<file path="config.mk">
export PLATFORM = sky130hd
export DESIGN_NAME = cpuclk_ctrl
export DESIGN_NICKNAME = d
export VERILOG_FILES = /design/src/rtl/cpuclk_pkg.sv /design/src/rtl/cpuclk_reg.sv /design/src/rtl/cpuclk_div.sv /design/src/rtl/cpuclk_mon.sv /design/src/rtl/cpuclk_ctrl.sv
export SDC_FILE = /design/constraint.sdc
export NUM_CORES = 1
export LEC_CHECK = 0
export CAP_MARGIN = 20
export CORE_MARGIN = 2
export CORE_UTILIZATION = 35
export DETAILED_ROUTE_END_ITERATION = 10
export DONT_BUFFER_PORTS = 1
export GPL_TIMING_DRIVEN = 0
export PLACE_DENSITY = 0.49
export SKIP_LAST_GASP = 1
export SLEW_MARGIN = 25
export SYNTH_ARGS = -nofsm -noshare
export SYNTH_HDL_FRONTEND = slang
export SYNTH_HIERARCHICAL = 1
export SYNTH_SLANG_ARGS = --single-unit
</file>
<file path="constraint.sdc">
create_clock -name clk -period 2 [get_ports clk]
set_clock_uncertainty 0.1 [all_clocks]
set_input_delay 0.3 -clock clk [delete_from_list [all_inputs] [get_ports clk]]
set_output_delay 0.3 -clock clk [all_outputs]
set_load 0.01 [all_outputs]
</file>
<file path="src/rtl/cpuclk_pkg.sv">
package cpuclk_pkg;
    localparam int CTRL_W = 8;
    localparam int SPD_W  = 3;
    localparam int CNT_W  = 7;
    localparam int NOBUZZ_BIT = 5;
    localparam logic [CTRL_W-1:0] WR_MASK = 8'h3F;

    // reload value (ratio - 1) for a given speed code
    function automatic logic [CNT_W-1:0] reload_of(input logic [SPD_W-1:0] code);
        logic [CNT_W-1:0] r;
        unique case (code)
            3'b000:  r = 7'd7;
            3'b001:  r = 7'd3;
            3'b010:  r = 7'd1;
            3'b011:  r = 7'd0;
            3'b100:  r = 7'd15;
            3'b101:  r = 7'd31;
            3'b110:  r = 7'd127;
            default: r = 7'd7;
        endcase
        return r;
    endfunction

    typedef struct packed {
        logic [CTRL_W-1:0] ctrl;
    } reg_state_t;

    typedef struct packed {
        logic [CNT_W-1:0] cnt;
    } div_state_t;

    typedef struct packed {
        logic en;
    } mon_state_t;
endpackage

</file>
<file path="src/rtl/cpuclk_reg.sv">
module cpuclk_reg
    import cpuclk_pkg::*;
(
    input  logic              clk,
    input  logic              rst,
    input  logic              wr_en,
    input  logic [CTRL_W-1:0] wr_data,
    output logic [CTRL_W-1:0] ctrl_o
);
    reg_state_t st_d, st_q;

    always_comb begin
        st_d = st_q;
        if (wr_en) begin
            st_d.ctrl = wr_data & WR_MASK;
        end
    end

    always_ff @(posedge clk) begin
        if (rst) st_q <= '0;
        else     st_q <= st_d;
    end

    assign ctrl_o = st_q.ctrl;
endmodule

</file>
<file path="src/rtl/cpuclk_div.sv">
module cpuclk_div
    import cpuclk_pkg::*;
(
    input  logic             clk,
    input  logic             rst,
    input  logic [SPD_W-1:0] speed_i,
    output logic             ce_o
);
    div_state_t st_d, st_q;
    logic       at_edge;

    always_comb begin
        st_d    = st_q;
        at_edge = (st_q.cnt == '0);
        if (at_edge) begin
            st_d.cnt = reload_of(speed_i);
        end else begin
            st_d.cnt = st_q.cnt - 1'b1;
        end
    end

    always_ff @(posedge clk) begin
        if (rst) st_q <= '0;
        else     st_q <= st_d;
    end

    assign ce_o = at_edge;
endmodule

</file>
<file path="src/rtl/cpuclk_mon.sv">
module cpuclk_mon (
    input  logic clk,
    input  logic rst,
    input  logic sleep_i,
    input  logic nobuzz_i,
    input  logic duty_i,
    output logic en_o
);
    import cpuclk_pkg::*;
    mon_state_t st_d, st_q;

    always_comb begin
        st_d    = st_q;
        st_d.en = !sleep_i || nobuzz_i || duty_i;
    end

    always_ff @(posedge clk) begin
        if (rst) st_q <= '{en: 1'b1};
        else     st_q <= st_d;
    end

    assign en_o = st_q.en;
endmodule

</file>
<file path="src/rtl/cpuclk_ctrl.sv">
module cpuclk_ctrl
    import cpuclk_pkg::*;
(
    input  logic              clk,
    input  logic              rst,
    input  logic              wr_en,
    input  logic [CTRL_W-1:0] wr_data,
    input  logic              sleep_i,
    input  logic              duty_pulse_i,
    output logic [CTRL_W-1:0] rd_data,
    output logic              cpu_ce,
    output logic              mon_en
);
    logic [CTRL_W-1:0] ctrl_w;

    cpuclk_reg u_reg (
        .clk     (clk),
        .rst     (rst),
        .wr_en   (wr_en),
        .wr_data (wr_data),
        .ctrl_o  (ctrl_w)
    );

    cpuclk_div u_div (
        .clk     (clk),
        .rst     (rst),
        .speed_i (ctrl_w[SPD_W-1:0]),
        .ce_o    (cpu_ce)
    );

    cpuclk_mon u_mon (
        .clk      (clk),
        .rst      (rst),
        .sleep_i  (sleep_i),
        .nobuzz_i (ctrl_w[NOBUZZ_BIT]),
        .duty_i   (duty_pulse_i),
        .en_o     (mon_en)
    );

    assign rd_data = ctrl_w;
endmodule

</file>
==> results.md <==
- Leading cell types in the layout, fill and taps excluded: dfxtp_1 (14), nor2_1 (8), mux2i_1 (7)
- Status: complete, no violations
- CTS Root Cell: clkbuf_4
- Critical path's slowest cell: dfxtp_1
- GRT overflow: 0
- DRT iter0 DRCs: 6
- Crit path time final: about 1.8 ns
- Area added between synthesis and finish: 10.4%
- Critical-path cell list: inv_1 -> ha_1 -> nor2b_2 -> nand2_4 -> inv_1
- Starting density of the core: a little under two fifths
- Clock sinks: 14
- Num ports: 23
- Crit Reg-Reg Endpoint: u_div/st_q[0]$_SDFF_PP0_
- Routed wire length: 1330 µm
- Via-per-instance ratio: 4.97
- Largest net degree at the start of global routing: 13
- Setup TNS: 0 ns
- P_sw: 393 µW
- Syn Std Cell Area: between 600 and 700 µm²
- Worst Slack Setup Final: 0.209 ns
- Comb power frac: roughly two fifths
- Htree depth: 1
- Ant. Diodes: 0
- Worst Setup End Kind: output pin
- Max cap viols: 0
- RePlAce Congestion: between 0.6 and 0.7
- Gr usage total: between 10% and 20%
- CP Buf/Inv Count: 2
- Crit path max fanout: 10
- Chip height: 47.9 µm
- Setup Slack @ Placement: roughly 0.36 ns
- Worst r2r src: u_div/st_q[0]$_SDFF_PP0_
- Core area: 1760 µm²
- FF+latch count, synth: 14
- Worst Path Required: 1.60 ns
- Layout cells sized above 1: 12.2%
- Register share of total power: a little over two fifths
- HP Start: duty_pulse_i
- Tightest Hold Check Type: in -> reg
- Crit-path max cell delay: 0.35 ns
- Clock network fraction of design power: 15.9%
- Sequential element share of the synthesized area: about two fifths
- Yosys warnings: 6
- Die area: 2300 µm²
- RSZ-0062 raised after global routing: false
- Count of cell types in the netlist: 26
- Cell Rows: 15
- Period utilization: about nine tenths
- Hold endpoint: u_mon/en_o$_SDFF_PP1_
- Postcts setup bufs: 0
- PortBufs: 0
- Final setup viols: 0
- Final instance area: ~750 µm²
- Commonest non-fill, non-tap cell in the layout: dfxtp_1
- P per Cell Area: between 1000 and 1500 nW/µm²
- EDFF count, synth: 0
- HPWL after DPL: approximately 910 µm
- Vias in the first global route: 444
- Achievable Freq: 558 MHz
- Leak pwr: 0.318 nW
- Worst IR drop on VDD: 0.000473 V
- Routed via count: around 490
- Placed Instance Area: 711 µm²
- Syn_area_per_cell: 9.79 µm²
- Area of the multi-input gates: between 300 and 400 µm²
- Fin nets: just over 90
- Crit path kind: reg -> out
- Top FF cell, synth: dfxtp_1
- Post-synthesis cell count: 69
- CTS tree: built
- Clk pin slew, worst setup/hold paths: 0.09 ns
- Internal power: a little over 600 µW
- Die X-Extent: approximately 48 µm
- Hold Path Stages: 1
- First-pass GRT wire length: between 2000 and 2500 µm
- Drt wl/cell: between 10 and 15 µm
- Detail Route Antenna Nets: 0
- Share of flip-flops with an asynchronous set or reset: 0%
- R2R cell count: 6
- Clk_lat worst skew: roughly 0.28 ns
- Initial antenna violation count: 0
- FF/Latch Area: 280 µm²
- R2R setup slack: approximately 0.42 ns
- Final slew viol count: 0
- Fillcell total: 191
- Arr. time, crit path: between 1 and 1.5 ns
- Longest Clk Path Bufs: 2
- Most frequent CP cell: inv_1
- CTS buffer count: 3
- Startpoint Class: register
- Switching Fraction: between 30% and 40%
- Pre-Repair DR Iteration Count: 4
- Final Hold Vio Count: 0
- DRC: 0
- Cell family with the largest share of critical-path delay: simple AND/OR/NAND/NOR gates
==> repair_timing <==
item,in CTS,in global routing
gates resized for setup,0,1
hold endpoints to repair,12,0
hold buffers,1,0
endpoints found under the setup margin,0,1
==> state kept, by name, summed over array words and instances (netlist names) <==
signal        flops
u_div/st_q        7
u_mon/en_o        1
u_reg/ctrl_o      6
==> final cells by class <==
class	instances	area share (%)
inverters	4	2.01
repair buffers	1	1.34
clock buffers	3	3.02
flip-flops and latches	14	37.6
multi-input cells	49	48.3
plain buffers	3	3.52
well taps	25	4.19
==> power by group through the flow <==
stage	clock network, mW	logic (mW)	registers (mW)
after CTS	0.165	0.399	0.439
after global placement	0	0.382	0.445
after detailed placement	0	0.390	0.445
after floorplan	0	0.337	0.427
after global routing	0.179	0.458	0.457
final	0.159	0.400	0.440
==> Yosys cell counts, drive strengths merged (2+ instances only) <==
master	count	area share, %
buf	3	3.9
ha	2	3.7
inv	4	2.2
nand2	3	2.8
nor3	3	2.2
mux2i	7	10
a211oi	4	4.4
xnor2	2	2.6
nor2	8	4.4
nor3b	2	2.2
dfxtp	14	41
xor2	2	2.6
a21oi	4	3.0
==> per-layer routing <==
| metal | vias up | global-route usage (%) | wire length, µm |
|---|---|---|---|
| met2 | 12 | 18.9 | 609 |
| met5 | - | 0 | 0 |
| met1 | 225 | 20.2 | 658 |
| li1 | 253 | - | - |
| met3 | 2 | 4.15 | 53 |
| met4 | 0 | 8.11 | 6 |
==> per-stage QoR <==
step	instances	hold slack, ns	power, mW	utilization (%)
2_1_floorplan	70	0.269	0.765	-
3_3_place_gp	95	0.273	0.827	40.3
3_5_place_dp	95	0.273	0.836	40.3
4_1_cts	99	0.0173	1.00	42.1
5_1_grt	99	0.0118	1.09	42.3
6_report	99	0.0288	0.999	42.3
==> how the worst max path moves through the flow <==
stage	endpoint	from	slack, ns	cells after the start
after CTS	cpu_ce	u_div/st_q[0]$_SDFF_PP0_	0.08	5
final	cpu_ce	u_div/st_q[0]$_SDFF_PP0_	0.21	5
after floorplan	u_div/st_q[0]$_SDFF_PP0_	u_div/st_q[0]$_SDFF_PP0_	0.51	6
after global routing	cpu_ce	u_div/st_q[0]$_SDFF_PP0_	0.09	5
after detailed placement	u_div/st_q[0]$_SDFF_PP0_	u_div/st_q[0]$_SDFF_PP0_	0.36	6
after global placement	u_div/st_q[0]$_SDFF_PP0_	u_div/st_q[0]$_SDFF_PP0_	0.37	6
==> kinds of logic after synthesis <==
family                   synth area share (%)
other                                   0.555
buffers and inverters                    6.11
adder cells (fa/ha/maj)                  3.70
AO/OA/AOI/OAI                            11.5
multiplexers                             10.4
flip-flops                               41.5
AND/OR/NAND/NOR                          21.1
XOR/XNOR                                 5.19
(Power assumes the default switching activity.)
